--- src/rtl/sdma_pkg.sv ---
package sdma_pkg;

    typedef enum logic [2:0] {
        ST_IDLE,
        ST_GATHER,
        ST_MEM_WR,
        ST_MEM_RD,
        ST_SCATTER,
        ST_PAUSE
    } sdma_state_t;

    localparam logic [1:0] MODE_SIMPLE = 2'b00;

endpackage

--- src/rtl/sdma_addr_gen.sv ---
module sdma_addr_gen #(
    parameter int ADDR_W        = 32,
    parameter int CODE_W        = 3,
    parameter int BND_BASE_LOG2 = 12,
    parameter int STEP_BYTES    = 4
) (
    input  logic              clk,
    input  logic              rst_n,
    input  logic              load,
    input  logic [ADDR_W-1:0] load_val,
    input  logic              adv,
    input  logic              code_set,
    input  logic [CODE_W-1:0] code_in,
    output logic [ADDR_W-1:0] cur_addr,
    output logic              bnd_cur,
    output logic              bnd_nxt
);
    logic [CODE_W-1:0] code_q;
    logic [ADDR_W-1:0] addr_q;
    logic [ADDR_W-1:0] bnd_mask;
    logic [ADDR_W-1:0] nxt_addr;

    assign bnd_mask = (ADDR_W'(1) << (BND_BASE_LOG2 + int'(code_q))) - ADDR_W'(1);
    assign nxt_addr = addr_q + ADDR_W'(STEP_BYTES);
    assign bnd_cur  = (addr_q & bnd_mask) == '0;
    assign bnd_nxt  = (nxt_addr & bnd_mask) == '0;
    assign cur_addr = addr_q;

    always_ff @(posedge clk or negedge rst_n) begin
        if (!rst_n) begin
            addr_q <= '0;
            code_q <= '0;
        end else begin
            if (code_set)
                code_q <= code_in;
            if (load)
                addr_q <= load_val;
            else if (adv)
                addr_q <= nxt_addr;
        end
    end

    // each accepted beat moves the address by one word
    a_r3_addr_step: assert property (@(posedge clk) disable iff (!rst_n)
        adv && !load |=> cur_addr == $past(cur_addr) + ADDR_W'(STEP_BYTES));

    // without a load or beat the address does not move
    a_r8_addr_hold: assert property (@(posedge clk) disable iff (!rst_n)
        !adv && !load |=> $stable(cur_addr));

endmodule

--- src/rtl/sdma_xfer_count.sv ---
module sdma_xfer_count #(
    parameter int LEN_W     = 12,
    parameter int CNT_W     = 16,
    parameter int LANE_LOG2 = 2
) (
    input  logic             clk,
    input  logic             rst_n,
    input  logic             load,
    input  logic [LEN_W-1:0] len_in,
    input  logic [CNT_W-1:0] cnt_in,
    input  logic             cnt_en_in,
    input  logic             step,
    output logic             empty,
    output logic             last
);
    logic [LEN_W-1:0] wpb_in;
    logic [CNT_W-1:0] blocks_in;
    logic [LEN_W-1:0] wpb_q;
    logic [LEN_W-1:0] word_idx;
    logic [CNT_W-1:0] blk_left;
    logic             blk_end;

    assign wpb_in    = len_in >> LANE_LOG2;
    assign blocks_in = cnt_en_in ? cnt_in : CNT_W'(1);
    assign empty     = (wpb_in == '0) || (blocks_in == '0);
    assign blk_end   = word_idx == (wpb_q - LEN_W'(1));
    assign last      = blk_end && (blk_left == CNT_W'(1));

    always_ff @(posedge clk or negedge rst_n) begin
        if (!rst_n) begin
            wpb_q    <= '0;
            word_idx <= '0;
            blk_left <= '0;
        end else if (load) begin
            wpb_q    <= wpb_in;
            word_idx <= '0;
            blk_left <= blocks_in;
        end else if (step) begin
            if (blk_end) begin
                word_idx <= '0;
                blk_left <= blk_left - CNT_W'(1);
            end else begin
                word_idx <= word_idx + LEN_W'(1);
            end
        end
    end

    // a word never completes once every block is used up
    a_r6_no_underflow: assert property (@(posedge clk) disable iff (!rst_n)
        step |-> blk_left != '0);

endmodule

--- src/rtl/sdma_byte_lane.sv ---
module sdma_byte_lane #(
    parameter int DATA_W = 32
) (
    input  logic              clk,
    input  logic              rst_n,
    input  logic              clr,
    input  logic              gather_en,
    input  logic [7:0]        gather_byte,
    input  logic              load_en,
    input  logic [DATA_W-1:0] load_word,
    input  logic              scatter_en,
    output logic [DATA_W-1:0] word,
    output logic              lane_last,
    output logic [7:0]        out_byte
);
    localparam int LANES = DATA_W / 8;
    localparam int IDX_W = $clog2(LANES);

    logic [DATA_W-1:0] word_q;
    logic [IDX_W-1:0]  idx_q;

    assign word      = word_q;
    assign lane_last = idx_q == IDX_W'(LANES - 1);
    assign out_byte  = word_q[8*idx_q +: 8];

    always_ff @(posedge clk or negedge rst_n) begin
        if (!rst_n) begin
            word_q <= '0;
            idx_q  <= '0;
        end else if (clr) begin
            idx_q <= '0;
        end else if (load_en) begin
            word_q <= load_word;
            idx_q  <= '0;
        end else if (gather_en || scatter_en) begin
            if (gather_en)
                word_q[8*idx_q +: 8] <= gather_byte;
            idx_q <= idx_q + IDX_W'(1);
        end
    end

    // a word load never coincides with a byte move
    a_r4_no_overlap: assert property (@(posedge clk) disable iff (!rst_n)
        load_en |-> !(gather_en || scatter_en));

endmodule

--- src/rtl/sd_sdma_engine.sv ---
module sd_sdma_engine
    import sdma_pkg::*;
#(
    parameter int ADDR_W        = 32,
    parameter int DATA_W        = 32,
    parameter int LEN_W         = 12,
    parameter int CNT_W         = 16,
    parameter int CODE_W        = 3,
    parameter int BND_BASE_LOG2 = 12
) (
    input  logic                    clk,
    input  logic                    rst_n,
    input  logic                    start,
    input  logic [1:0]              dma_mode,
    input  logic                    dir_to_mem,
    input  logic                    count_en,
    input  logic [LEN_W+CODE_W-1:0] blk_cfg,
    input  logic [CNT_W-1:0]        blk_count,
    input  logic                    addr_wr,
    input  logic [ADDR_W-1:0]       addr_wdata,
    output logic [ADDR_W-1:0]       addr_rd,
    output logic                    mem_req,
    output logic                    mem_we,
    output logic [ADDR_W-1:0]       mem_addr,
    output logic [DATA_W-1:0]       mem_wdata,
    input  logic                    mem_ack,
    input  logic [DATA_W-1:0]       mem_rdata,
    input  logic                    rx_valid,
    input  logic [7:0]              rx_data,
    output logic                    rx_ready,
    output logic                    tx_valid,
    output logic [7:0]              tx_data,
    input  logic                    tx_ready,
    output logic                    busy,
    output logic                    dma_int,
    output logic                    xfer_done
);
    localparam int LANES     = DATA_W / 8;
    localparam int LANE_LOG2 = $clog2(LANES);
    localparam int CFG_W     = LEN_W + CODE_W;

    sdma_state_t       state_q, state_d;
    logic              dir_q;
    logic              done_q, done_d, dma_q, dma_d;
    logic [LEN_W-1:0]  len_in;
    logic [CODE_W-1:0] code_in;
    logic [ADDR_W-1:0] cur_addr;
    logic              bnd_cur, bnd_nxt;
    logic              empty, last_word;
    logic [DATA_W-1:0] lane_word;
    logic              lane_last;
    logic [7:0]        lane_byte;
    logic              start_ok, rx_take, tx_take, rd_take, wr_take, word_end;
    logic              addr_load;

    assign len_in    = blk_cfg[LEN_W-1:0];
    assign code_in   = blk_cfg[CFG_W-1:LEN_W];
    assign start_ok  = (state_q == ST_IDLE) && start && (dma_mode == MODE_SIMPLE);
    assign rx_take   = (state_q == ST_GATHER) && rx_valid;
    assign tx_take   = (state_q == ST_SCATTER) && tx_ready;
    assign rd_take   = (state_q == ST_MEM_RD) && mem_ack;
    assign wr_take   = (state_q == ST_MEM_WR) && mem_ack;
    assign word_end  = wr_take || (tx_take && lane_last);
    assign addr_load = addr_wr && ((state_q == ST_IDLE) || (state_q == ST_PAUSE));

    sdma_addr_gen #(
        .ADDR_W(ADDR_W), .CODE_W(CODE_W),
        .BND_BASE_LOG2(BND_BASE_LOG2), .STEP_BYTES(LANES)
    ) u_addr (
        .clk(clk), .rst_n(rst_n),
        .load(addr_load), .load_val(addr_wdata),
        .adv(rd_take || wr_take),
        .code_set(start_ok), .code_in(code_in),
        .cur_addr(cur_addr), .bnd_cur(bnd_cur), .bnd_nxt(bnd_nxt)
    );

    sdma_xfer_count #(
        .LEN_W(LEN_W), .CNT_W(CNT_W), .LANE_LOG2(LANE_LOG2)
    ) u_count (
        .clk(clk), .rst_n(rst_n),
        .load(start_ok), .len_in(len_in), .cnt_in(blk_count),
        .cnt_en_in(count_en), .step(word_end),
        .empty(empty), .last(last_word)
    );

    sdma_byte_lane #(
        .DATA_W(DATA_W)
    ) u_lane (
        .clk(clk), .rst_n(rst_n),
        .clr(start_ok),
        .gather_en(rx_take), .gather_byte(rx_data),
        .load_en(rd_take), .load_word(mem_rdata),
        .scatter_en(tx_take),
        .word(lane_word), .lane_last(lane_last), .out_byte(lane_byte)
    );

    // next-state and pulse decisions
    always_comb begin
        state_d = state_q;
        done_d  = 1'b0;
        dma_d   = 1'b0;
        unique case (state_q)
            ST_IDLE: begin
                if (start_ok) begin
                    if (empty)
                        done_d = 1'b1;
                    else
                        state_d = dir_to_mem ? ST_GATHER : ST_MEM_RD;
                end
            end
            ST_GATHER: begin
                if (rx_take && lane_last)
                    state_d = ST_MEM_WR;
            end
            ST_MEM_WR: begin
                if (mem_ack) begin
                    if (last_word) begin
                        state_d = ST_IDLE;
                        done_d  = 1'b1;
                    end else if (bnd_nxt) begin
                        state_d = ST_PAUSE;
                        dma_d   = 1'b1;
                    end else begin
                        state_d = ST_GATHER;
                    end
                end
            end
            ST_MEM_RD: begin
                if (mem_ack)
                    state_d = ST_SCATTER;
            end
            ST_SCATTER: begin
                if (tx_take && lane_last) begin
                    if (last_word) begin
                        state_d = ST_IDLE;
                        done_d  = 1'b1;
                    end else if (bnd_cur) begin
                        state_d = ST_PAUSE;
                        dma_d   = 1'b1;
                    end else begin
                        state_d = ST_MEM_RD;
                    end
                end
            end
            ST_PAUSE: begin
                if (addr_wr)
                    state_d = dir_q ? ST_GATHER : ST_MEM_RD;
            end
            default: state_d = ST_IDLE;
        endcase
    end

    // state register
    always_ff @(posedge clk or negedge rst_n) begin
        if (!rst_n) begin
            state_q <= ST_IDLE;
            dir_q   <= 1'b0;
            done_q  <= 1'b0;
            dma_q   <= 1'b0;
        end else begin
            state_q <= state_d;
            done_q  <= done_d;
            dma_q   <= dma_d;
            if (start_ok)
                dir_q <= dir_to_mem;
        end
    end

    // outputs
    always_comb begin
        mem_req   = (state_q == ST_MEM_WR) || (state_q == ST_MEM_RD);
        mem_we    = state_q == ST_MEM_WR;
        mem_addr  = cur_addr;
        mem_wdata = lane_word;
        rx_ready  = state_q == ST_GATHER;
        tx_valid  = state_q == ST_SCATTER;
        tx_data   = lane_byte;
        busy      = state_q != ST_IDLE;
        addr_rd   = cur_addr;
        dma_int   = dma_q;
        xfer_done = done_q;
    end

    // request fields hold until acknowledged
    a_r5_req_hold: assert property (@(posedge clk) disable iff (!rst_n)
        mem_req && !mem_ack |=> mem_req && $stable(mem_addr) && $stable(mem_we)
                               && $stable(mem_wdata));

    // completion leaves the engine idle
    a_r6_done_idle: assert property (@(posedge clk) disable iff (!rst_n)
        xfer_done |-> !busy);

    // never pause and complete on the same word
    a_r9_pulse_excl: assert property (@(posedge clk) disable iff (!rst_n)
        !(dma_int && xfer_done));

    // no traffic while idle
    a_r2_idle_quiet: assert property (@(posedge clk) disable iff (!rst_n)
        !busy |-> !(mem_req || rx_ready || tx_valid));

    // a pause stops all traffic until resumed
    a_r7_pause_quiet: assert property (@(posedge clk) disable iff (!rst_n)
        dma_int |-> busy && !mem_req && !rx_ready && !tx_valid);

    a_r7_one_channel: assert property (@(posedge clk) disable iff (!rst_n)
        $onehot0({mem_req, rx_ready, tx_valid}));

endmodule

--- config.mk ---
export PLATFORM = sky130hd
export DESIGN_NAME = sd_sdma_engine
export DESIGN_NICKNAME = d
export VERILOG_FILES = /design/src/rtl/sdma_pkg.sv /design/src/rtl/sdma_addr_gen.sv /design/src/rtl/sdma_xfer_count.sv /design/src/rtl/sdma_byte_lane.sv /design/src/rtl/sd_sdma_engine.sv
export SDC_FILE = /design/constraint.sdc
export NUM_CORES = 1
export LEC_CHECK = 0
export CAP_MARGIN = 20
export CORE_ASPECT_RATIO = 2
export CORE_MARGIN = 4
export CORE_UTILIZATION = 60
export DETAILED_ROUTE_END_ITERATION = 10
export DONT_BUFFER_PORTS = 1
export GPL_TIMING_DRIVEN = 1
export HOLD_SLACK_MARGIN = 0.12
export PLACE_DENSITY = 0.8
export SETUP_SLACK_MARGIN = 0.2
export SYNTH_ARGS = -nofsm -noshare
export SYNTH_HDL_FRONTEND = slang
export SYNTH_SLANG_ARGS = --single-unit
--- constraint.sdc ---
create_clock -name clk -period 4.79 [get_ports clk]
set_input_delay 0.2395 -clock clk [delete_from_list [all_inputs] [get_ports clk]]
set_output_delay 0.2395 -clock clk [all_outputs]
set_load 0.02 [all_outputs]
==> results.toml, run 1 <==
[synthesis]
yosys.area.top_type = "sky130_fd_sc_hd__dfrtp_1"
syn-instance-count = 870
post_synth_num_cell_types = 75
synth_sequential_area_ratio = 0.379
asyncSetResetFlopFracSynth = 1.00
synthDominantCellAreaShare = 0.379
yosys_most_used_dff = "sky130_fd_sc_hd__dfrtp_1"
netlist_top_cells_count = "sky130_fd_sc_hd__nand2_1 (136), sky130_fd_sc_hd__dfrtp_1 (113), sky130_fd_sc_hd__o21ai_0 (79), sky130_fd_sc_hd__nor2_1 (52), sky130_fd_sc_hd__clkbuf_1 (49)"
synth.avg_cell_area_sq_um = 8.57
post-synth-top-count-cell = "sky130_fd_sc_hd__nand2_1"
synth_edf_count = 0
ys_seq_elements = 113
synth.top_cells.by_area = "sky130_fd_sc_hd__dfrtp_1 (38%), sky130_fd_sc_hd__nand2_1 (6.8%), sky130_fd_sc_hd__o21ai_0 (5.3%), sky130_fd_sc_hd__a22oi_1 (3.4%), sky130_fd_sc_hd__buf_4 (3.2%)"
syn-cell-area_sq_um = 7460
ys.warnings.count = 0

[worst_hold_path]
holdCritPathClass = "in -> reg"
hold_start = "count_en"
min_path_cells = 4
hold_end = "u_count.blk_left[1]"

[clock_network]
clock_insertion_delay_worst_skew_ns = 0.42
root_buffer = "sky130_fd_sc_hd__clkbuf_16"
clockBufferDepth = 2
clkTransAtPathRegs_ns = 0.06
cts.sinks = 113
cts_repair_resize_count = 0
total_cts_buffers = 17
cts_tree = "done"
hold_buffers = 103
ctsHtreeMaxLevel = 4
post-cts-setup-buffer-count = 0

[sta]
setup_tns_ns = 0
timing.final.crit_period_ns = 3.70
final.setup.worst_slack_ns = 1.09
finalHoldViolations = 0
max_slew.worst_pin.slew_ns = 1.09
min_period_over_period = 0.773
timing_max_transition_violations_final = 0
grt_setup_unrepaired = "no"
tightest_hold_margin_ns = 0.137
maxSlewHeadroom = 0.266
worst_clock_skew_ns = 0.0107
setup_viol_count_final = 0
timing.fmax_mhz = 270

[detailed_routing]
dr_total_vias = 7374
wl_per_cell_microns = 22.4
detail_route.iter0.violations = 657
detail_route.drc_violations = 0
ant_nets = 0
viasPerCell = 6.86
postRouteWirelength_mm = 24.0
drt_pass1_iterations = 5

[critical_path]
regToRegSetupSlack_ns = 1.09
critPathSlowestCell = "sky130_fd_sc_hd__nor4_1"
critical_path_peak_fanout = 9
critical_path_depth = 8
critPathKind = "reg -> reg"
critPathMaxStageDelay_ns = 0.71
timing.rr.end = "dma_int"
worstReg2RegStart = "u_addr.cur_addr[3]"
ff2ff_path_depth = 8
timing.critical_path.cells = "ha_1 -> nand2_1 -> nor4_1 -> nand3_1 -> xnor2_1 -> a311o_1 -> or4_1 -> o32ai_1"
crit_buf_inv = 0
worst-endpoint-arrival_ns = 4.02
startpoint_type = "flip-flop"
required_ns = 5.11
crit_path_end_kind = "flip-flop"
critical_path.top_delay_family = "simple AND/OR/NAND/NOR gates"

[layout]
post_route_cell_area_sq_um = 8940
post_layout_nonfiller_instances = 1075
layout.filler_cells = 813
post_route_cells_drive_above_1_share = 0.0787
area.growth.synth_to_final_pct = 19.9
finalNetCount = 1044
diodes = 0
finish.utilization = 0.733

[place]
placedCellCount = 938
io_buffers = 0
gp_congestion = 0.941
place_worst_setup_slack_ns = 1.17
post-dp-hpwl_mm = 15.9
post_dp_cell_area_sq_um = 7250

[global_route]
grt_usage = 0.335
grt_pass1_wl_mm = 38.5
largest_net_degree_at_the_start_of_global_routing = 114
grt_overflow_total = 0
grt_pass1_vias = 7769
antenna_found_initial = 0

[power_and_ir_drop]
irDropWorstVdd_mv = 0.503
power_per_cell_area_nw_per_um2 = 650
report.power.total_mw = 5.81
static-leakage-power_nw = 3.58

[floorplan]
start_util = 0.612
std_cell_rows = 57
die-area_sq_um = 14400
design.core.area_sq_um = 12200
design.portCount = 225
dieHeight_microns = 166
floorplan.die.width_microns = 86.8

[run]
timing.max_cap.violations = 0

[run_status]
outcome = "completed"
[where the power goes]
part           internal [mW]  switching (mW)  leakage (nW)
sequential              1.32            1.12          1.45
clock                  0.879           0.492         0.298
combinational          0.814            1.18          1.83
total                   3.01            2.79          3.58
[kinds of logic (layout without fill, tap and decap cells)]
group,Yosys count,count (layout),share of synthesized area
AO/OA/AOI/OAI,228,228,0.207
XOR/XNOR,37,37,0.0434
adder cells (fa/ha/maj),15,15,0.0252
buffers and inverters,118,172,0.0770
flip-flops,113,113,0.379
multiplexers,12,12,0.0300
other,2,6,0.00101
AND/OR/NAND/NOR,345,345,0.238
[cell type report]
| class | instances | area [sq um] | area share |
|---|---|---|---|
| clock buffer | 18 | 429 | 0.0480 |
| clock inverter | 14 | 204 | 0.0228 |
| inverter | 27 | 101 | 0.0113 |
| multi-input combinational | 643 | 4070 | 0.455 |
| sequential | 113 | 2830 | 0.316 |
| tap | 147 | 184 | 0.0206 |
| timing repair buffer | 113 | 1120 | 0.126 |
[flip-flops by register name (all words and copies together) (netlist names)]
register	flops
u_count.word_idx	12
dir_q	1
u_lane.word	32
u_count.wpb_q	10
u_addr.code_q	3
state_q	3
u_lane.idx_q	2
xfer_done	1
dma_int	1
u_addr.cur_addr	32
u_count.blk_left	16
[worst register-to-register path: stages (launching register included)]
cell and delay, ns:
sky130_fd_sc_hd__dfrtp_1 0.66, sky130_fd_sc_hd__ha_1 0.41, sky130_fd_sc_hd__nand2_1 0.28, sky130_fd_sc_hd__nor4_1 0.71
sky130_fd_sc_hd__nand3_1 0.25, sky130_fd_sc_hd__xnor2_1 0.20, sky130_fd_sc_hd__a311o_1 0.42, sky130_fd_sc_hd__or4_1 0.47
sky130_fd_sc_hd__o32ai_1 0.22
[worst max path at each step]
stage	startpoint	end
after floorplan	u_addr.cur_addr[3]	dma_int
after global placement	u_addr.cur_addr[3]	dma_int
after detailed placement	u_addr.cur_addr[3]	dma_int
after CTS	u_addr.cur_addr[3]	dma_int
after global routing	u_addr.cur_addr[3]	dma_int
final	u_addr.cur_addr[3]	dma_int
[metal layers]
| layer | global-route usage | part of all wire |
|---|---|---|
| met5 | 0 | 0 |
| met4 | 0.212 | 0.062 |
| met3 | 0.0750 | 0.088 |
| met2 | 0.593 | 0.53 |
| met1 | 0.341 | 0.32 |
[placed cells by master, fill, tap and decap left out, drive strengths merged, types with 9 or more instances in the layout]
master and n:
nand2 136, dfrtp 113, dlygate4sd3 102, o21ai 85
nor2 52, a22oi 34, nand3 33, inv 31
a21oi 28, xnor2 24, nor3 21, nand4 19
clkbuf 18, nor4 18, ha 15, xor2 13
and3 11, buf 11, nor3b 9
No activity file was read; power rests on OpenSTA's default activity.
==> run 2: changes to the inputs <==
--- a/config.mk
+++ b/config.mk
@@ -8,12 +8,12 @@
 export CAP_MARGIN = 20
 export CORE_ASPECT_RATIO = 2
 export CORE_MARGIN = 4
-export CORE_UTILIZATION = 60
+export CORE_UTILIZATION = 59
 export DETAILED_ROUTE_END_ITERATION = 10
 export DONT_BUFFER_PORTS = 1
 export GPL_TIMING_DRIVEN = 1
 export HOLD_SLACK_MARGIN = 0.12
-export PLACE_DENSITY = 0.8
+export PLACE_DENSITY = 0.82
 export SETUP_SLACK_MARGIN = 0.2
 export SYNTH_ARGS = -nofsm -noshare
 export SYNTH_HDL_FRONTEND = slang
==> constraint.sdc (replaced) <==
create_clock -name clk -period 3.2 [get_ports clk]
set_input_delay 0.16 -clock clk [delete_from_list [all_inputs] [get_ports clk]]
set_output_delay 0.16 -clock clk [all_outputs]
set_load 0.02 [all_outputs]
==> results.toml, run 2 (synthesis gave the netlist of run 1 again) <==
[detailed_routing]
wl_met3_mm = 2.23
drt_pass1_iterations = 6
ant_nets = 0
postRouteWirelength_mm = 26.1
routed-wl-met2_mm = 13.8
dr_total_vias = 7605
detail_route.iter0.violations = 564
met1Wirelength_mm = 8.30
detail_route.drc_violations = 0
dr.max_layer_used = "met4"
viasPerCell = 6.82
wl_per_cell_microns = 23.4

[critical_path]
crit_path_frequent_cell = "sky130_fd_sc_hd__buf_4"
timing.rr.end = "u_lane.word[1]"
critPathSlowestCell = "sky130_fd_sc_hd__dfrtp_1"
worstReg2RegStart = "state_q[2]"
crit_path_end_kind = "flip-flop"
worst-endpoint-arrival_ns = 3.29
timing.critical_path.cells = "and3b_1 -> and2_1 -> buf_4 -> nor4b_2 -> buf_4 -> a22oi_1 -> dlygate4sd3_1 -> o21ai_0"
ff2ff_path_depth = 8
startpoint_type = "flip-flop"
critPathKind = "reg -> reg"
required_ns = 3.52
critPathMaxStageDelay_ns = 0.58
critical_path_peak_fanout = 33
regToRegSetupSlack_ns = 0.23

[worst_hold_path]
holdCritPathClass = "in -> reg"
hold_end = "u_count.blk_left[15]"
min_path_cells = 3
hold_start = "count_en"

[global_route]
largest_net_degree_at_the_start_of_global_routing = 114
grt_usage = 0.341
antenna_found_initial = 0
grt_overflow_total = 0
grt_pass1_wl_mm = 39.1
grt_pass1_vias = 7878

[floorplan]
std_cell_rows = 57
floorplan.die.width_microns = 87.5
die-area_sq_um = 14600
start_util = 0.608
dieHeight_microns = 167
design.core.area_sq_um = 12300
design.portCount = 225

[clock_network]
cts_tree = "done"
clockBufferDepth = 2
root_buffer = "sky130_fd_sc_hd__clkbuf_16"
cts.sinks = 113
ctsHtreeMaxLevel = 4
total_cts_buffers = 17
clock_insertion_delay_worst_skew_ns = 0.43
clkTransAtPathRegs_ns = 0.07

[sta]
min_period_over_period = 0.928
setup_tns_ns = 0
setup_viol_count_final = 0
maxSlewHeadroom = 0.199
grt_setup_unrepaired = "yes"
timing_max_transition_violations_final = 0
worst_clock_skew_ns = 0.0252
timing.fmax_mhz = 337
max_slew.worst_pin.slew_ns = 1.19
timing.final.crit_period_ns = 2.97
final.setup.worst_slack_ns = 0.230
finalHoldViolations = 0

[layout]
finalNetCount = 1084
diodes = 0
most-common-layout-cells = "sky130_fd_sc_hd__nand2_1 (136), sky130_fd_sc_hd__dfrtp_1 (112), sky130_fd_sc_hd__dlygate4sd3_1 (105)"
finish.utilization = 0.757
area.growth.synth_to_final_pct = 24.4
post_route_cell_area_sq_um = 9280
layout_commonest_cell = "sky130_fd_sc_hd__nand2_1"
post_route_cells_drive_above_1_share = 0.121

[power_and_ir_drop]
power.switching_mw = 4.38
internal-power_mw = 4.66
swShare = 0.484
irDropWorstVdd_mv = 0.729
power_per_cell_area_nw_per_um2 = 974
static-leakage-power_nw = 3.79
power_frac_clock = 0.219
seq_power_share = 0.361
power_frac_comb = 0.420

[place]
place_worst_setup_slack_ns = 0.202
io_buffers = 0
gp_congestion = 0.965
post-dp-hpwl_mm = 16.6
post_dp_cell_area_sq_um = 7470

[run_status]
outcome = "completed"

[run]
timing.max_cap.violations = 0
==> run 2: cell types whose count changed in the layout (fill, tap and decap cells not counted), moves of 2 or more <==
cell,change
sky130_fd_sc_hd__buf_4,+36
sky130_fd_sc_hd__dlygate4sd3_1,+3
sky130_fd_sc_hd__clkinv_2,+2
sky130_fd_sc_hd__clkinv_4,+2
sky130_fd_sc_hd__inv_6,-2
==> run 2: per-layer routing <==
layer / vias to the layer above / GRT usage
met1: 3647 / 0.338
met4: 0 / 0.216
li1: 3305 / -
met2: 521 / 0.618
met3: 132 / 0.0682
met5: - / 0
==> run 2: cell type report <==
cell class	count	area, sq um
Clock inverter	15	184
Inverter	27	101
Multi-Input combinational cell	643	4120
Tap cell	147	184
Sequential cell	113	2830
Timing Repair Buffer	153	1440
Fill cell	768	2990
Clock buffer	17	425
==> run 2: metrics by stage <==
stage                     total power [mW]  cells  hold slack (ns)
final                                 9.04   1115            0.124
after global routing                  9.49   1115            0.125
after CTS                             8.74   1105            0.123
after detailed placement              6.59    967           -0.133
after global placement                6.40    967           -0.133
after floorplan                       5.76    874           -0.136
==> run 2: repair_timing <==
| item | CTS | global route |
|---|---|---|
| endpoints found under the setup margin | 0 | 12 |
| hold endpoints to repair | 209 | 0 |
| buffers inserted | 0 | 7 |
| hold buffers | 106 | 0 |
| gates resized for setup | 0 | 10 |
==> run 2: worst max-delay path, delay by kind of cell (launching register included) <==
family	cells	cell delay, ns
buf+inv	3	1.16
simple gates	3	0.89
compound gates	2	0.24
flops	1	0.58
==> run 2: worst max path at each step <==
stage	slack (ns)	depth (start not counted)	start	end
finish	0.23	8	state_q[2]	u_lane.word[1]
global route	0.16	8	state_q[2]	u_lane.word[1]
CTS	0.20	8	u_count.wpb_q[0]	u_count.blk_left[13]
detailed placement	0.20	8	u_count.wpb_q[0]	u_count.blk_left[13]
global placement	0.28	8	u_count.wpb_q[0]	u_count.blk_left[13]
floorplan	0.25	9	u_addr.cur_addr[3]	dma_int
==> run 2: power by group through the flow <==
stage | clock network, mW | logic, mW | registers, mW
floorplan | 0 | 2.87 | 2.89
global placement | 0 | 3.21 | 3.19
detailed placement | 0 | 3.35 | 3.24
CTS | 1.98 | 3.54 | 3.22
global route | 2.05 | 4.10 | 3.33
finish | 1.98 | 3.80 | 3.26
==> run 3: changes to the inputs <==
--- a/config.mk
+++ b/config.mk
@@ -5,15 +5,16 @@
 export SDC_FILE = /design/constraint.sdc
 export NUM_CORES = 1
 export LEC_CHECK = 0
+export BUFFER_PORTS_ARGS = -buffer_cell sky130_fd_sc_hd__buf_2
 export CAP_MARGIN = 20
 export CORE_ASPECT_RATIO = 2
 export CORE_MARGIN = 4
-export CORE_UTILIZATION = 59
+export CORE_UTILIZATION = 48
 export DETAILED_ROUTE_END_ITERATION = 10
-export DONT_BUFFER_PORTS = 1
 export GPL_TIMING_DRIVEN = 1
 export HOLD_SLACK_MARGIN = 0.12
 export PLACE_DENSITY = 0.82
+export RECOVER_POWER = 25
 export SETUP_SLACK_MARGIN = 0.2
 export SYNTH_ARGS = -nofsm -noshare
 export SYNTH_HDL_FRONTEND = slang
==> results.toml, run 3 (synthesis gave the netlist of run 1 again) <==
[run_status]
outcome = "finished with violations"
violations = "capacitance limit, slew limit"

[critical_path]
critPathSlowestCell = "sky130_fd_sc_hd__or4_4"
critPathKind = "reg -> reg"
worstReg2RegStart = "u_count.wpb_q[0]"
crit_buf_inv = 1
startpoint_type = "flip-flop"
timing.rr.end = "u_count.blk_left[13]"
regToRegSetupSlack_ns = 0.32
critical_path_depth = 8
worst-endpoint-arrival_ns = 3.18
required_ns = 3.50
ff2ff_path_depth = 8
critical_path.top_delay_family = "simple AND/OR/NAND/NOR gates"
timing.critical_path.cells = "or4_4 -> or3_4 -> a2111oi_4 -> buf_4 -> o211ai_4 -> nor4b_4 -> a21oi_1 -> o31a_1"
critPathMaxStageDelay_ns = 0.54
critical_path_peak_fanout = 5
crit_path_end_kind = "flip-flop"

[sta]
setup_viol_count_final = 0
max_slew.worst_pin.slew_ns = 1.66
setup_tns_ns = 0
min_period_over_period = 0.900
maxSlewHeadroom = -0.107
timing.fmax_mhz = 347
grt_setup_unrepaired = "yes"
timing_max_transition_violations_final = 65
final.setup.worst_slack_ns = 0.321
finalHoldViolations = 0
timing.final.crit_period_ns = 2.88
worst_clock_skew_ns = 0.0112

[detailed_routing]
ant_nets = 0
detail_route.drc_violations = 0
postRouteWirelength_mm = 27.1
dr.max_layer_used = "met4"
viasPerCell = 6.06
routed-wl-met2_mm = 14.6
drt_pass1_iterations = 6
wl_per_cell_microns = 19.5
dr_total_vias = 8405
met1Wirelength_mm = 8.91
detail_route.iter0.violations = 645
wl_met3_mm = 1.80

[run]
timing.max_cap.violations = 1

[global_route]
largest_net_degree_at_the_start_of_global_routing = 65
grt_usage = 0.306
antenna_found_initial = 0
grt_pass1_vias = 8652
grt_pass1_wl_mm = 42.3
grt_overflow_total = 0

[floorplan]
design.core.area_sq_um = 15300
start_util = 0.488
std_cell_rows = 64
floorplan.die.width_microns = 96.2
dieHeight_microns = 184
die-area_sq_um = 17700
design.portCount = 225

[clock_network]
cts_tree = "done"
root_buffer = "sky130_fd_sc_hd__clkbuf_16"
ctsHtreeMaxLevel = 4
total_cts_buffers = 17
clockBufferDepth = 2
cts.sinks = 113
clock_insertion_delay_worst_skew_ns = 0.42
clkTransAtPathRegs_ns = 0.06

[place]
post_dp_cell_area_sq_um = 8610
post-dp-hpwl_mm = 17.5
io_buffers = 222
gp_congestion = 0.962
place_worst_setup_slack_ns = 0.0973

[power_and_ir_drop]
irDropWorstVdd_mv = 0.599
power_frac_comb = 0.501
power.switching_mw = 4.52
static-leakage-power_nw = 4.59
power_frac_clock = 0.209
swShare = 0.469
power_per_cell_area_nw_per_um2 = 923
report.power.total_mw = 9.63
internal-power_mw = 5.11
seq_power_share = 0.290

[layout]
layout.filler_cells = 1165
finish.utilization = 0.682
area.growth.synth_to_final_pct = 39.9
post_route_cells_drive_above_1_share = 0.259
most-common-layout-cells = "sky130_fd_sc_hd__buf_2 (198), sky130_fd_sc_hd__nand2_1 (136), sky130_fd_sc_hd__dfrtp_1 (112), sky130_fd_sc_hd__dlygate4sd3_1 (112), sky130_fd_sc_hd__o21ai_0 (78)"
layout_commonest_cell = "sky130_fd_sc_hd__buf_2"
diodes = 0
post_route_cell_area_sq_um = 10400
finalNetCount = 1304

[worst_hold_path]
min_path_cells = 3
hold_start = "blk_count[8]"
hold_end = "u_count.blk_left[8]"
holdCritPathClass = "in -> reg"
[run 3: worst max path at each step]
stage	startpoint	endpoint	slack (ns)
after floorplan	u_addr.cur_addr[3]	dma_int	0.25
after global placement	u_count.wpb_q[1]	u_count.blk_left[13]	0.16
after detailed placement	u_count.wpb_q[1]	u_count.blk_left[12]	0.1
after CTS	u_count.wpb_q[1]	u_count.blk_left[12]	0.23
final	u_count.wpb_q[0]	u_count.blk_left[13]	0.32
after global routing	u_count.wpb_q[0]	u_count.blk_left[12]	0.09
[run 3: cell type report]
cell class | count | area, sq um | area share
Clock buffer | 18 | 439 | 0.0421
Clock inverter | 14 | 181 | 0.0174
Inverter | 27 | 101 | 0.00971
Multi-Input combinational cell | 644 | 4140 | 0.397
Sequential cell | 113 | 2830 | 0.271
Tap cell | 198 | 248 | 0.0237
Timing Repair Buffer | 372 | 2490 | 0.239
[run 3: tightest hold or removal path: stages]
cell                      delay [ns]
sky130_fd_sc_hd__buf_2          0.09
sky130_fd_sc_hd__a21oi_1        0.10
sky130_fd_sc_hd__a31oi_1        0.15
[run 3: per-layer routing]
layer  global-route usage  up-vias
met5                    0        -
met4                0.207        0
met3               0.0596      143
met2                0.550      492
met1                0.307     4018
li1                     -     3752
[run 3: what timing repair did]
item                                    CTS  global route
hold buffers                            112             0
pin swaps                                 0             7
cloned                                    0             1
buffers inserted                          0             3
resized for setup                         1            10
hold endpoints to repair                148             0
endpoints found under the setup margin   11            15
[run 3: power groups by stage]
stage               clock network, mW  registers, mW  logic (mW)
global placement                    0           2.73        4.28
floorplan                           0           2.89        2.87
detailed placement                  0           2.76        4.39
CTS                              2.02           2.74        4.61
finish                           2.02           2.79        4.82
global route                     2.08           2.87        5.22
[run 3: per-stage QoR]
stage / instances / hold WS (ns)
floorplan: 874 / -0.136
global placement: 1235 / 0.314
detailed placement: 1235 / 0.318
CTS: 1379 / 0.121
global route: 1386 / 0.150
finish: 1386 / 0.138
